[src/rtl/lsmon_pkg.sv]
package lsmon_pkg;
    localparam int NCODE  = 7;
    localparam int CODE_W = $clog2(NCODE + 1);

    typedef enum logic [2:0] {
        S_IDLE    = 3'd0,
        S_LD_ADDR = 3'd1,
        S_LD_DATA = 3'd2,
        S_ST_ADDR = 3'd3,
        S_ST_DATA = 3'd4,
        S_ST_DROP = 3'd5
    } phase_t;

    // error numbering: lower value wins when several rules break together
    localparam logic [CODE_W-1:0] E_REQ_BUSY  = 3'd1;
    localparam logic [CODE_W-1:0] E_DUAL_REQ  = 3'd2;
    localparam logic [CODE_W-1:0] E_ADDR_MOVE = 3'd3;
    localparam logic [CODE_W-1:0] E_ADDR_RESP = 3'd4;
    localparam logic [CODE_W-1:0] E_EXC_BUSY  = 3'd5;
    localparam logic [CODE_W-1:0] E_LD_DONE   = 3'd6;
    localparam logic [CODE_W-1:0] E_ST_DONE   = 3'd7;
endpackage

[src/rtl/lsmon_pulse.sv]
module lsmon_pulse #(
    parameter int W = 4
) (
    input  logic         clk,
    input  logic         rst_n,
    input  logic [W-1:0] pulse_i,
    output logic [W-1:0] held_o
);
    logic [W-1:0] last_q;

    for (genvar g = 0; g < W; g++) begin : g_lane
        always_ff @(posedge clk) begin
            if (!rst_n) last_q[g] <= 1'b0;
            else        last_q[g] <= pulse_i[g];
        end
        assign held_o[g] = pulse_i[g] & last_q[g];

        // a lane can only report "held" when it was high on the previous edge
        assert_lane_prev_R5: assert property (@(posedge clk) disable iff (!rst_n)
            held_o[g] |-> $past(pulse_i[g]));
    end
endmodule

[src/rtl/lsmon_fsm.sv]
module lsmon_fsm
    import lsmon_pkg::*;
(
    input  logic clk,
    input  logic rst_n,
    input  logic abort_i,
    input  logic ld_req_i,
    input  logic st_req_i,
    input  logic busy_i,
    input  logic addr_acc_i,
    input  logic addr_exc_i,
    input  logic ld_vld_i,
    input  logic st_vld_i,
    output logic v_req_o,
    output logic v_dual_o,
    output logic v_resp_o,
    output logic v_exc_o,
    output logic v_ld_o,
    output logic v_st_o,
    output logic hold_chk_o,
    output logic track_o,
    output logic new_op_o
);
    phase_t state_q, state_n;
    logic   any_req;

    assign any_req = ld_req_i | st_req_i;

    always_ff @(posedge clk) begin
        if (!rst_n) state_q <= S_IDLE;
        else        state_q <= state_n;
    end

    always_comb begin
        state_n  = state_q;
        new_op_o = 1'b0;
        v_req_o  = 1'b0;
        v_dual_o = ld_req_i & st_req_i;
        v_exc_o  = addr_exc_i & busy_i;
        v_resp_o = addr_acc_i & addr_exc_i;
        v_ld_o   = 1'b0;
        v_st_o   = st_vld_i & (state_q != S_ST_DATA);
        unique case (state_q)
            S_IDLE: begin
                if (any_req) begin
                    new_op_o = 1'b1;
                    state_n  = ld_req_i ? S_LD_ADDR : S_ST_ADDR;
                end
            end
            S_LD_ADDR, S_ST_ADDR: begin
                v_req_o = any_req & busy_i;
                if (addr_exc_i)
                    state_n = S_IDLE;
                else if (addr_acc_i)
                    state_n = (state_q == S_LD_ADDR) ? S_LD_DATA : S_ST_DATA;
            end
            S_LD_DATA: begin
                v_req_o = any_req & busy_i;
                if (addr_exc_i) begin
                    v_resp_o = 1'b1;
                    state_n  = S_IDLE;
                end else if (ld_vld_i) begin
                    v_ld_o  = busy_i;
                    state_n = S_IDLE;
                end
            end
            S_ST_DATA: begin
                v_req_o = any_req & busy_i;
                if (addr_exc_i) begin
                    v_resp_o = 1'b1;
                    state_n  = S_IDLE;
                end else if (st_vld_i) begin
                    state_n = S_ST_DROP;
                end
            end
            S_ST_DROP: begin
                v_st_o  = v_st_o | busy_i;
                state_n = S_IDLE;
            end
            default: state_n = S_IDLE;
        endcase
        if (abort_i) begin
            state_n  = S_IDLE;
            new_op_o = 1'b0;
            v_req_o  = 1'b0;
            v_dual_o = 1'b0;
            v_resp_o = 1'b0;
            v_exc_o  = 1'b0;
            v_ld_o   = 1'b0;
            v_st_o   = 1'b0;
        end
    end

    assign track_o    = (state_n != S_IDLE);
    assign hold_chk_o = (state_q == S_LD_ADDR) || (state_q == S_ST_ADDR) ||
                        (state_q == S_LD_DATA) || (state_q == S_ST_DATA);

    assert_drop_follows_store_R8: assert property (@(posedge clk) disable iff (!rst_n)
        (state_q == S_ST_DROP) |-> $past(st_vld_i));
    assert_abort_to_idle_R11: assert property (@(posedge clk) disable iff (!rst_n)
        abort_i |=> (state_q == S_IDLE));
    assert_data_after_accept_R8: assert property (@(posedge clk) disable iff (!rst_n)
        ((state_q == S_LD_DATA) || (state_q == S_ST_DATA)) |-> $past(addr_acc_i) ||
        $stable(state_q));
endmodule

[src/rtl/lsmon_addr.sv]
module lsmon_addr #(
    parameter int ADDR_W = 16
) (
    input  logic              clk,
    input  logic              rst_n,
    input  logic              track_i,
    input  logic              new_op_i,
    input  logic              hold_chk_i,
    input  logic              busy_i,
    input  logic              addr_vld_i,
    input  logic [ADDR_W-1:0] addr_i,
    output logic              v_move_o
);
    logic              held_q;
    logic [ADDR_W-1:0] addr_q;

    always_ff @(posedge clk) begin
        if (!rst_n) begin
            held_q <= 1'b0;
            addr_q <= '0;
        end else if (!track_i) begin
            held_q <= 1'b0;
        end else if (new_op_i) begin
            held_q <= addr_vld_i;
            addr_q <= addr_i;
        end else if (!held_q && addr_vld_i) begin
            held_q <= 1'b1;
            addr_q <= addr_i;
        end
    end

    assign v_move_o = hold_chk_i & held_q & busy_i &
                      (!addr_vld_i || (addr_i != addr_q));

    assert_capture_on_start_R4: assert property (@(posedge clk) disable iff (!rst_n)
        (new_op_i && track_i && addr_vld_i) |=> held_q);
    assert_release_on_idle_R4: assert property (@(posedge clk) disable iff (!rst_n)
        !track_i |=> !held_q);
endmodule

[src/rtl/lsmon_errlatch.sv]
module lsmon_errlatch
    import lsmon_pkg::*;
(
    input  logic              clk,
    input  logic              rst_n,
    input  logic              abort_i,
    input  logic [NCODE:1]    viol_i,
    output logic              err_o,
    output logic [CODE_W-1:0] code_o
);
    logic [CODE_W-1:0] first;

    always_comb begin
        first = '0;
        for (int k = NCODE; k >= 1; k--)
            if (viol_i[k]) first = CODE_W'(k);
    end

    always_ff @(posedge clk) begin
        if (!rst_n) begin
            err_o  <= 1'b0;
            code_o <= '0;
        end else if (!err_o && !abort_i && (first != '0)) begin
            err_o  <= 1'b1;
            code_o <= first;
        end
    end

    assert_flag_sticky_R10: assert property (@(posedge clk) disable iff (!rst_n)
        err_o |=> err_o);
    assert_code_frozen_R10: assert property (@(posedge clk) disable iff (!rst_n)
        err_o |=> $stable(code_o));
    assert_abort_silent_R11: assert property (@(posedge clk) disable iff (!rst_n)
        (abort_i && !err_o) |=> !err_o);
endmodule

[src/rtl/lsport_monitor.sv]
module lsport_monitor
    import lsmon_pkg::*;
#(
    parameter int ADDR_W = 16
) (
    input  logic              clk,
    input  logic              rst_n,
    input  logic              abort_i,
    input  logic              ld_req_i,
    input  logic              st_req_i,
    input  logic              addr_vld_i,
    input  logic [ADDR_W-1:0] addr_i,
    input  logic              busy_i,
    input  logic              addr_acc_i,
    input  logic              addr_exc_i,
    input  logic              ld_vld_i,
    input  logic              st_vld_i,
    output logic              err_o,
    output logic [2:0]        err_code_o
);
    localparam int NLANE = 4;

    logic v_req, v_dual, v_resp, v_exc, v_ld, v_st, v_move;
    logic hold_chk, track, new_op;
    logic [NLANE-1:0] lanes, held;
    logic [NCODE:1]   viol;

    lsmon_fsm i_fsm (
        .clk        (clk),
        .rst_n      (rst_n),
        .abort_i    (abort_i),
        .ld_req_i   (ld_req_i),
        .st_req_i   (st_req_i),
        .busy_i     (busy_i),
        .addr_acc_i (addr_acc_i),
        .addr_exc_i (addr_exc_i),
        .ld_vld_i   (ld_vld_i),
        .st_vld_i   (st_vld_i),
        .v_req_o    (v_req),
        .v_dual_o   (v_dual),
        .v_resp_o   (v_resp),
        .v_exc_o    (v_exc),
        .v_ld_o     (v_ld),
        .v_st_o     (v_st),
        .hold_chk_o (hold_chk),
        .track_o    (track),
        .new_op_o   (new_op)
    );

    lsmon_addr #(.ADDR_W(ADDR_W)) i_addr (
        .clk        (clk),
        .rst_n      (rst_n),
        .track_i    (track),
        .new_op_i   (new_op),
        .hold_chk_i (hold_chk),
        .busy_i     (busy_i),
        .addr_vld_i (addr_vld_i),
        .addr_i     (addr_i),
        .v_move_o   (v_move)
    );

    // lane order: 0 accept, 1 exception, 2 load data, 3 store data
    assign lanes = {st_vld_i, ld_vld_i, addr_exc_i, addr_acc_i};

    lsmon_pulse #(.W(NLANE)) i_pulse (
        .clk     (clk),
        .rst_n   (rst_n),
        .pulse_i (lanes),
        .held_o  (held)
    );

    assign viol[1] = v_req;
    assign viol[2] = v_dual;
    assign viol[3] = v_move;
    assign viol[4] = v_resp | held[0] | held[1];
    assign viol[5] = v_exc;
    assign viol[6] = v_ld | held[2];
    assign viol[7] = v_st | held[3];

    lsmon_errlatch i_err (
        .clk     (clk),
        .rst_n   (rst_n),
        .abort_i (abort_i),
        .viol_i  (viol),
        .err_o   (err_o),
        .code_o  (err_code_o)
    );

    assert_dual_strobe_R3: assert property (@(posedge clk) disable iff (!rst_n)
        (ld_req_i && st_req_i && !abort_i) |=> err_o);
    assert_acc_exc_clash_R5: assert property (@(posedge clk) disable iff (!rst_n)
        (addr_acc_i && addr_exc_i && !abort_i) |=> err_o);
    assert_exc_with_busy_R6: assert property (@(posedge clk) disable iff (!rst_n)
        (addr_exc_i && busy_i && !abort_i) |=> err_o);
    assert_ld_held_R7: assert property (@(posedge clk) disable iff (!rst_n)
        (ld_vld_i && $past(ld_vld_i) && !abort_i) |=> err_o);
endmodule

[config.mk]
export PLATFORM = sky130hd
export DESIGN_NAME = lsport_monitor
export DESIGN_NICKNAME = d
export VERILOG_FILES = /design/src/rtl/lsmon_pkg.sv /design/src/rtl/lsmon_pulse.sv /design/src/rtl/lsmon_fsm.sv /design/src/rtl/lsmon_addr.sv /design/src/rtl/lsmon_errlatch.sv /design/src/rtl/lsport_monitor.sv
export SDC_FILE = /design/constraint.sdc
export NUM_CORES = 1
export LEC_CHECK = 0
export ABC_CLOCK_PERIOD_IN_PS = 3100
export CAP_MARGIN = 0
export CORE_ASPECT_RATIO = 1.5
export CORE_MARGIN = 8
export CORE_UTILIZATION = 40
export CTS_BUF_LIST = sky130_fd_sc_hd__clkbuf_4
export DETAILED_ROUTE_END_ITERATION = 6
export PLACE_DENSITY = 0.7
export SYNTH_ARGS = -nofsm -noshare
export SYNTH_HDL_FRONTEND = slang
export SYNTH_HIERARCHICAL = 1
export SYNTH_SLANG_ARGS = --single-unit
export TNS_END_PERCENT = 30
[constraint.sdc]
create_clock -name clk -period 3.1 [get_ports clk]
set_input_delay 0.465 -clock clk [delete_from_list [all_inputs] [get_ports clk]]
set_output_delay 0.465 -clock clk [all_outputs]
set_load 0.05 [all_outputs]
After elaboration in Yosys (flattened, before gate mapping)
Index checks and enable logic that the tools add are counted.

cells by class
  divide/modulo/power cells = 0
  muxes and demuxes = 38
  reductions and logical operators = 20
  bitwise operators = 18
  shift-type cells = 0
  $add $sub $neg = 0
  multipliers = 0
  equal/unequal tests = 7
  $lt $le $gt $ge = 0

operators by type and width
  cell                                                  number
  2-to-1 mux 3 bit                                      16
  2-to-1 mux 16 bit                                     2
  2-to-1 mux 1 bit                                      18
  != test 16 bit                                        1
  bitwise AND 1 bit                                     12
  case mux 3 bit (4 select lines)                       1
  equality test 3 x 2 -> 1 bit (second input constant)  2
  equality test 3 bit (second input constant)           2
  OR 1 bit                                              6
  nonzero test 3 bit                                    2
  zero test 1 bit                                       4
  logical OR 1 bit                                      4
  AND reduction 2 bit                                   2
  OR reduction 2 bit                                    2
  OR reduction 4 bit                                    1
  equality test 3 x 1 -> 1 bit (second input constant)  1
  logical AND 1 bit                                     3
  zero test 3 bit                                       1
  != test 3 bit (second input constant)                 1
  2-to-1 mux 2 bit                                      1
  nonzero test 2 bit                                    1

word-level totals
  register bits = 28
  memories = 0
  bits in latches = 0
  memory bits (read-only) = 0
  logic and storage cells = 92
  memory bits (writable) = 0

Logic depth before layout (Yosys ltp)
Gate-level depths: netlist (run 1).

  depth in word-level cells = 15
  gate-level depth with buffers = 10
  depth with buffers taken out = 9

Cells and area by module
The synthesis (run 1) kept the hierarchy.

by module, submodules not included
  module          seq. area each (µm²)  instances  area an instance (µm²)  cells an instance
  lsmon_addr      340.3                 1          852.1                   80
  lsmon_fsm       60.1                  1          361.6                   46
  lsmon_errlatch  80.1                  1          249.0                   29
  lsmon_pulse     80.1                  1          130.1                   12
  lsport_monitor  0.0                   1          18.8                    3

Worst setup path before layout (run 1)
Ideal clock, no wire load.

  kind = reg-to-reg
  start = register i_fsm.state_q[2]
  end = register i_err.err_o
  required time = 2.978 ns
  cell stages (with the launch flop) = 10
  path buffers = 1
  arrival = 1.890 ns
  path slack = 1.088 ns
  setup time = 0.122 ns
  cell sequence = dfxtp_1 -> buf_6 -> xnor2_1 -> nor2_1 -> nor2_1 -> nor3_1 -> or3_1 -> nor4_4 -> a21oi_1 -> o31a_2

on the way
  elaborated cells on any way between the ends = 37
  those cells by class = eq/ne: 6; mux: 15; bitwise: 9; reduce/logical: 7

RTL lines
  what                                                                        RTL line              text
  from (decl)                                                                 lsmon_fsm.sv:24       phase_t state_q, state_n;
  from (signal assigned)                                                      lsmon_fsm.sv:31       else state_q <= state_n;
  equality test 3 bit / equality test 3 x 2 -> 1 bit (equally long branches)  lsmon_fsm.sv:43       unique case (state_q)
  OR reduction 2 bit (no source line) *                                       -
  2-to-1 mux 1 bit *                                                          -
  2-to-1 mux 1 bit *                                                          lsmon_fsm.sv:82       if (abort_i) begin
  via v_resp                                                                  lsport_monitor.sv:23  logic v_req, v_dual, v_resp, v_exc, v_ld, v_st, v_move;
  OR 1 bit * (2 in series)                                                    lsport_monitor.sv:75  assign viol[4] = v_resp | held[0] | held[1];
  via viol (one bit)                                                          lsport_monitor.sv:26  logic [NCODE:1] viol;
  2-to-1 mux 3 bit * (4 in series)                                            lsmon_errlatch.sv:16  if (viol_i[k]) first = CODE_W'(k);
  nonzero test 3 bit *                                                        lsmon_errlatch.sv:23  end else if (!err_o && !abort_i && (first != '0)) begin
  logical AND 1 bit *                                                         lsmon_errlatch.sv:23
  to (signal assigned)                                                        lsmon_errlatch.sv:21  err_o <= 1'b0;
  to (signal assigned)                                                        lsmon_errlatch.sv:24  err_o <= 1'b1;
  to (decl)                                                                   lsmon_errlatch.sv:8   output logic err_o,

Mark *: on every way through the listed nets, which the timed path passes. The rest lies on a longest branch.
A chain may end at the register's enable or synchronous reset.

Worst setup path in the final report (run 1)
Same ends and word-level chain as after synthesis.

==> results of run 1 <==
logic make-up after synthesis:
family,share of synthesized area
flip-flops,0.3478
AO/OA/AOI/OAI,0.1071
AND/OR/NAND/NOR,0.2989
buffers and inverters,0.04192
XOR/XNOR,0.09783
multiplexers,0.1064
registers in the layout, indices dropped and copies added, names as in the netlist:
name            count
i_err/code_o        3
i_fsm/state_q       3
i_addr/addr_q      16
i_addr/held_q       1
i_pulse/last_q      4
i_err/err_o         1
stage by stage:
step                  util  total power [W]  hold slack (ns)  instances  cell area, um2
floorplan                -        0.0005570           0.5076        170            1612
detailed placement  0.4920        0.0006288           0.4846        241            1931
global placement    0.4920        0.0006269           0.4670        241            1931
global route        0.5054        0.0009087           0.5190        245            1983
CTS                 0.5054        0.0008749           0.5045        245            1983
finish              0.5054        0.0008569           0.4923        245            1983
synthesized netlist by cell type (3+ instances only):
master	number
and2_1	9
nand2_1	4
mux2i_1	16
dfxtp_1	28
nor2b_1	18
nor2_1	11
xnor2_1	18
inv_1	6
nand4_1	4
a21oi_1	9
or3b_1	3
or2_2	3
worst max-delay path, delay by kind of cell (launching register included):
family | cells | cell delay, ns
compound gates | 2 | 0.47
xor+xnor | 1 | 0.17
flops | 1 | 0.62
simple gates | 5 | 0.98
power by group through the flow:
stage	Clock [W]	Combinational (W)	Sequential [W]
after floorplan	0	0.000131	0.000426
after global placement	0	0.000215	0.000411
after detailed placement	0	0.000217	0.000412
after CTS	0.000252	0.000218	0.000405
after global routing	0.000263	0.000237	0.000409
final	0.000238	0.000214	0.000404
cell type report:
cell class	count	area, um2	area share
clock buffers	3	22.52	0.01136
flip-flops and latches	28	560.5	0.2827
well taps	45	56.30	0.02839
inverters	6	22.52	0.01136
multi-input cells	131	983.4	0.4959
repair buffers	31	307.8	0.1552
clock inverters	1	30.03	0.01514
path summary, 6_finish.rpt:
path	startpoint	cells past startpoint	end	slack, ns
worst max-delay path	i_fsm/state_q[2]	8	i_err/err_o	0.76
worst min-delay path	i_err/code_o[1]	2	i_err/code_o[1]	0.49
worst max register to register	i_fsm/state_q[2]	8	i_err/err_o	0.76
worst min register to register	i_err/code_o[1]	2	i_err/code_o[1]	0.49
metal layers:
layer | vias up | track usage
met5 | - | 0
met4 | 0 | 0.03087
met3 | 2 | 0.02031
met2 | 20 | 0.2054
met1 | 600 | 0.1309
li1 | 648 | -
==> impl_metrics.yaml, run 1 <==
finish:
  drive_gt1_frac: 0.09000
  layout.nets: 228
  n_antenna_cell: 0
  area_growth_pct: 23.06
  mostFrequentLayoutCell: "clkdlybuf4s50_1"
  num-fill-cells: 394
  final_cell_mix: "30 x clkdlybuf4s50_1, 28 x dfxtp_1, 18 x xnor2_1, 18 x nor2b_1, 16 x mux2i_1"
pwr:
  p_sw_frac: 0.2652
  p_leak_nw: 0.7736
  clockPowerShare: 0.278
  p_sw_w: 0.0002272
  p_seq_frac: 0.472
  p_int_w: 0.0006297
  ir_drop_uv: 305.4
  combinationalPowerShare: 0.250
  p_per_area_nw_per_um2: 432.1
die:
  die_w_um: 67.83
  die_y_um: 93.74
  core_area_um2: 3924
  rows: 28
  die_area_um2: 6358
  initial_core_util: 0.4107
  ioPinCount: 31
run_status:
  status: "complete, no violations"
sta:
  relSlewSlack: 0.5310
  period_share: 0.7554
  hold_viol: 0
  setup_slack_ns: 0.7582
  period_needed_ns: 2.342
  grt_setup_unrepaired: "false"
  finalSetupViolations: 0
  fin_tns_setup_ns: 0
  drv_slew: 0
  fmax_ghz: 0.4270
  skew_ns: 0.008935
  tightestPinTransition_ns: 0.7009
global_routing:
  overflow: 0
  grt_pass1_wl_um: 5858
  antenna_found_initial: 0
  grt_max_degree: 19
  track_usage: 0.1139
  grt_pass1_vias: 1404
logic_synthesis:
  synth_area_leaders: "dfxtp_1 35%, mux2i_1 9.9%, xnor2_1 9.8%"
  synth.ff_latch_count: 28
  yosysTopAreaCell: "dfxtp_1"
  post-synth-top-area-fraction: 0.3478
  syn-num-nets: 197
  synth_edf_count: 0
  ys_seq_area_frac: 0.3478
  syn_area_um2: 1612
  netlist_instances: 170
  synth_ff_type: "dfxtp_1"
  ys_warn_count: 6
  syn_area_per_cell_um2: 9.480
  async_reset_ff_frac: 0
  synth_cell_type_count: 43
drt:
  wl_met3_um: 140
  drc: 0
  top_layer: "met4"
  drt-met1-wl_um: 1404
  dr.first_iter.drc_count: 70
  drt-total-wl_um: 3295
  viasPerCell: 5.184
  drt-pass1-iter-count: 4
  vias: 1270
  drt.antenna.violating_nets: 0
  wl_per_cell_um: 13.45
  wl_met2_um: 1729
critical_path:
  worstPathCellList: "xnor2_1 -> nor2_1 -> nor2_1 -> nor3_1 -> or3_1 -> nor4_4 -> a21oi_1 -> o31a_2"
  critPathLaunchType: "flop"
  required_ns: 3.33
  cpMostUsedCell: "nor2_1"
  critPathKind: "reg -> reg"
  cp.arrival_ns: 2.57
  cp_max_fo: 13
  critPathMaxStageDelay_ns: 0.62
  cp_slowest_cell: "dfxtp_1"
  endpoint_kind: "flop"
clocking:
  cts_repair_resize_count: 0
  htree_num_levels: 1
  clockRootBuffer: "clkbuf_4"
  cts_setup_buffers: 0
  cts_buffers: 3
  path_clk_slew_ns: 0.16
  clock_latency_ns: 0.33
  tritoncts: "yes"
  clockBufferDepth: 2
  ctsHoldBuffers: 0
  clock-sinks: 28
placed_design:
  gp_congestion: 0.7780
  place_ws_ns: 0.4662
  io_buffers: 30
  dp_hpwl_um: 2476
worst_hold_path:
  min_path_type: "reg -> reg"
flow_run:
  cap_violations: 0
(Power assumes the default switching activity.)
==> run 2, diff against run 1 <==
Settings changed: ABC_CLOCK_PERIOD_IN_PS 3100 to 1900, PLACE_DENSITY 0.7 to 0.73.
Clock period 3.1 ns to 1.9 ns, I/O delays scaled along.
==> impl_metrics.yaml, run 2 (synthesized netlist as in run 1, its figures left out) <==
drt:
  drt-pass1-iter-count: 4
  wl_per_cell_um: 15.17
  drt-total-wl_um: 4216
  drt.antenna.violating_nets: 0
  vias: 1435
  dr.first_iter.drc_count: 32
  drc: 0
  viasPerCell: 5.162
finish:
  layout.nets: 261
  regArea_um2: 576.8
  n_antenna_cell: 0
  mostFrequentLayoutCell: "buf_4"
  regMostFlops: "i_addr/addr_q"
  area_growth_pct: 54.19
  drive_gt1_frac: 0.3734
  largest_register_ffs: 16
  multi_input_area_um2: 1199
  num-fill-cells: 323
  final_core_utilization: 0.6333
  final_cell_mix: "31 x buf_4, 21 x clkdlybuf4s50_1, 19 x dfxtp_1, 17 x nor2b_1, 16 x mux2i_1"
  reg_top3: "i_addr/addr_q: 16 flops, i_pulse/last_q: 4 flops"
worst_hold_path:
  hold_start: "addr_i[3]"
  min_path_type: "in -> reg"
global_routing:
  track_usage: 0.1277
  overflow: 0
  grt_pass1_vias: 1562
  antenna_found_initial: 0
  grt_max_degree: 21
  grt_pass1_wl_um: 6527
critical_path:
  cp_slowest_cell: "dfxtp_4"
  r2r-start: "i_fsm/state_q[1]"
  endpoint_kind: "flop"
  cp_max_fo: 5
  critical_path.startpoint: "i_fsm/state_q[1]"
  required_ns: 2.18
  worstPathCellList: "buf_4 -> nor2_4 -> xnor2_2 -> nor3b_4 -> or3_4 -> buf_6 -> nor4_4 -> a21oi_1 -> a21oi_1"
  critPathKind: "reg -> reg"
  critPathLaunchType: "flop"
  cpMostUsedCell: "a21oi_1"
  critPathMaxStageDelay_ns: 0.40
  worst-path-buf-inv: 2
  path_delay_family: "simple AND/OR/NAND/NOR gates"
  cp.arrival_ns: 2.24
die:
  rows: 28
  die_y_um: 93.74
  ioPinCount: 31
  initial_core_util: 0.4107
  die_w_um: 67.83
  core_area_um2: 3924
  die_area_um2: 6358
run_status:
  violations: "setup timing"
  status: "finished with violations"
placed_design:
  place_ws_ns: -0.4092
  dp_hpwl_um: 2757
  io_buffers: 30
  gp_congestion: 0.7908
pwr:
  combinationalPowerShare: 0.310
  clockPowerShare: 0.258
  p_seq_frac: 0.432
  p_leak_nw: 1.098
  p_int_w: 0.001098
  p_sw_frac: 0.2856
  p_sw_w: 0.0004391
  ir_drop_uv: 539.4
  p_per_area_nw_per_um2: 618.7
sta:
  setup_slack_ns: -0.06255
  period_share: 1.033
  skew_ns: 0.001179
  hold_viol: 0
  tightestPinTransition_ns: 0.5087
  drv_slew: 0
  finalSetupViolations: 12
  fmax_ghz: 0.5095
  relSlewSlack: 0.6603
  grt_setup_unrepaired: "true"
  period_needed_ns: 1.963
flow_run:
  cap_violations: 0
clocking:
  path_clk_slew_ns: 0.16
  clock_latency_ns: 0.33
  clock-sinks: 28
  tritoncts: "yes"
  clockRootBuffer: "clkbuf_4"
  clockBufferDepth: 2
  cts_buffers: 3
  htree_num_levels: 1
-- run 2: changes by cell type in the layout (fill, tap and decap cells not counted), moves of 3 or more --
| cell | change |
|---|---|
| a21oi_1 | -4 |
| a21oi_2 | +4 |
| buf_4 | +30 |
| clkdlybuf4s50_1 | -9 |
| dfxtp_1 | -9 |
| dfxtp_2 | +7 |
| dlymetal6s2s_1 | +9 |
| nor4_4 | +3 |
| xnor2_1 | -6 |
| xnor2_2 | +6 |
-- run 2: area by class of cell --
type                    count  share of cell area
clock inverters             1             0.01208
well taps                  45             0.02266
repair buffers             63              0.2326
clock buffers               3            0.009063
multi-input cells         132              0.4824
inverters                   6            0.009063
flip-flops and latches     28              0.2321
-- run 2: metal layers --
layer / GRT usage / vias to the layer above / share of wire
met3: 0.01792 / 6 / 0.032
met2: 0.2482 / 26 / 0.56
met5: 0 / - / 0
met4: 0.04117 / 0 / 0.011
met1: 0.1309 / 686 / 0.40
li1: - / 717 / -
-- run 2: path summary, 6_finish.rpt --
kind / endpoint / slack (ns) / depth (start not counted)
setup / recovery: i_err/code_o[2] / -0.06 / 9
hold / removal: i_addr/addr_q[3] / 0.29 / 3
setup reg to reg: i_err/code_o[2] / -0.06 / 9
hold reg to reg: i_err/code_o[1] / 0.52 / 2
-- run 2: metrics by stage --
stage | TNS, ns | total power, W | instance area, um2 | hold WS (ns) | cells
6_report | -0.1635 | 0.001537 | 2485 | 0.2908 | 278
3_3_place_gp | -6.801 | 0.001060 | 2131 | 0.4592 | 267
5_1_grt | -1.945 | 0.001610 | 2485 | 0.2772 | 278
2_1_floorplan | 0 | 0.0009104 | 1617 | 0.4024 | 170
4_1_cts | -0.09412 | 0.001494 | 2256 | 0.4818 | 274
3_5_place_dp | -6.895 | 0.001067 | 2131 | 0.4610 | 267
-- run 2: repair_timing --
item,CTS,global route
endpoints found under the setup margin,20,21
pin swaps,6,26
setup buffers,2,4
resized for setup,14,45
gates cloned,1,0
hold buffers,0,0
-- run 2: tightest hold or removal path: stages --
cell and delay (ns):
dlymetal6s2s_1 0.12, mux2i_1 0.08, nor2b_1 0.10
-- run 2: power groups by stage --
| stage | clock, W | sequential (W) | combinational (W) |
|---|---|---|---|
| 3_3_place_gp | 0 | 0.000670 | 0.000390 |
| 5_1_grt | 0.000432 | 0.000668 | 0.000511 |
| 6_report | 0.000397 | 0.000664 | 0.000476 |
| 2_1_floorplan | 0 | 0.000694 | 0.000216 |
| 3_5_place_dp | 0 | 0.000673 | 0.000395 |
| 4_1_cts | 0.000412 | 0.000659 | 0.000422 |
==> run 3, diff against run 2 <==
Settings changed: CORE_MARGIN 8 to unset, HOLD_SLACK_MARGIN set to 0.12.
==> impl_metrics.yaml, run 3 (synthesized netlist as in run 1, its figures left out) <==
sta:
  drv_slew: 0
  period_needed_ns: 1.970
  hold_viol: 0
  relSlewSlack: 0.6681
  setup_slack_ns: -0.07011
  fmax_ghz: 0.5076
  skew_ns: 0.01128
  finalSetupViolations: 4
  tightestPinTransition_ns: 0.4970
  period_share: 1.037
  fin_tns_setup_ns: -0.1548
  grt_setup_unrepaired: "true"
critical_path:
  critPathKind: "in -> reg"
  required_ns: 2.13
  critPathLaunchType: "input pin"
  r2r_cells: 7
  r2r-start: "i_fsm/state_q[1]"
  cp.arrival_ns: 2.20
  endpoint_kind: "flop"
  critical_path.startpoint: "addr_exc_i"
  cp_max_fo: 3
finish:
  final_cell_mix: "26 x clkdlybuf4s50_1, 25 x dfxtp_1, 25 x buf_4, 17 x xnor2_1, 17 x nor2b_1"
  reg_top3: "i_addr/addr_q: 16 flops, i_pulse/last_q: 4 flops"
  drive_gt1_frac: 0.2863
  largest_register_ffs: 16
  regMostFlops: "i_addr/addr_q"
  layout.nets: 255
  final_area_um2: 2344
  n_antenna_cell: 0
  mostFrequentLayoutCell: "clkdlybuf4s50_1"
  area_growth_pct: 45.42
  num-fill-cells: 323
pwr:
  ir_drop_uv: 474.1
  power_w: 0.001357
  p_leak_nw: 0.9792
  p_per_area_nw_per_um2: 579.2
run_status:
  violations: "setup timing"
  status: "finished with violations"
die:
  die_y_um: 79.74
  core_area_um2: 3750
  rows: 27
  die_w_um: 53.83
  ioPinCount: 31
  die_area_um2: 4292
  initial_core_util: 0.4298
global_routing:
  grt_pass1_vias: 1385
  grt_max_degree: 24
  grt_pass1_wl_um: 5823
  antenna_found_initial: 0
  overflow: 0
  track_usage: 0.1813
worst_hold_path:
  min_path_type: "in -> reg"
  hold_start: "addr_i[11]"
  whs_path_depth: 3
placed_design:
  dp_hpwl_um: 2543
  io_buffers: 30
  placed_area_um2: 2103
  gp_congestion: 0.7798
clocking:
  clockBufferDepth: 2
  ctsHoldBuffers: 0
  clock_latency_ns: 0.33
  htree_num_levels: 1
  cts_buffers: 3
  path_clk_slew_ns: 0.16
  tritoncts: "yes"
  clockRootBuffer: "clkbuf_4"
  clock-sinks: 28
drt:
  drc: 0
  drt.antenna.violating_nets: 0
  dr.first_iter.drc_count: 24
  viasPerCell: 5.248
  drt-total-wl_um: 3614
  wl_per_cell_um: 13.39
  vias: 1417
  drt-pass1-iter-count: 4
flow_run:
  cap_violations: 0
run 3: cell types whose count changed in the layout (fill, tap and decap cells not counted), sizes merged:
cell,change
buf,-6
dlymetal6s2s,-5
clkinv,+1
bufinv,-1
clkdlybuf4s50,+5
run 3: layout make-up:
cell class              count  area, um2  area share
multi-input cells         132       1140      0.4864
flip-flops and latches     28      571.8      0.2440
repair buffers             57      529.3      0.2258
well taps                  43      53.80     0.02296
clock buffers               3      22.52    0.009610
inverters                   6      22.52    0.009610
clock inverters             1      3.754    0.001602
run 3: what timing repair did:
| action | CTS | global route |
|---|---|---|
| gates resized for setup | 16 | 24 |
| setup buffers | 1 | 4 |
| cloned | 1 | 0 |
| setup endpoints to repair | 20 | 21 |
| pin swaps | 6 | 14 |
run 3: path summary, 6_finish.rpt:
check	end	slack [ns]
max	i_err/code_o[1]	-0.07
min	i_addr/addr_q[11]	0.28
max reg2reg	i_err/code_o[1]	-0.05
min reg2reg	i_err/code_o[1]	0.52
run 3: routing by layer:
metal,routed length (um),vias to the layer above,global-route usage
met3,92,4,0.02667
met1,1486,676,0.2082
li1,-,714,-
met5,0,-,0
met4,32,0,0.06316
met2,2003,23,0.3235
run 3: worst max-delay path, cell delays in order:
cell             delay (ns)
clkdlybuf4s50_1        0.43
or3b_4                 0.42
nor4_4                 0.25
or2_4                  0.19
nor2b_1                0.05
o21ai_2                0.17
a21oi_2                0.10
o32ai_1                0.31
run 3: through the flow:
stage,hold slack (ns),instances,utilization,setup slack (ns)
global placement,0.4661,260,0.5609,-0.3420
finish,0.2780,270,0.6250,-0.07011
CTS,0.5131,266,0.5876,-0.02928
global route,0.2869,270,0.6250,-0.1134
floorplan,0.4024,170,-,0.02303
detailed placement,0.4746,260,0.5609,-0.4599
run 3: where the power goes:
part / switching (W) / total, W / internal, W
sequential: 0.0000317 / 0.000658 / 0.000627
clock: 0.000173 / 0.000250 / 0.0000770
combinational: 0.000209 / 0.000448 / 0.000240
total: 0.000414 / 0.00136 / 0.000944
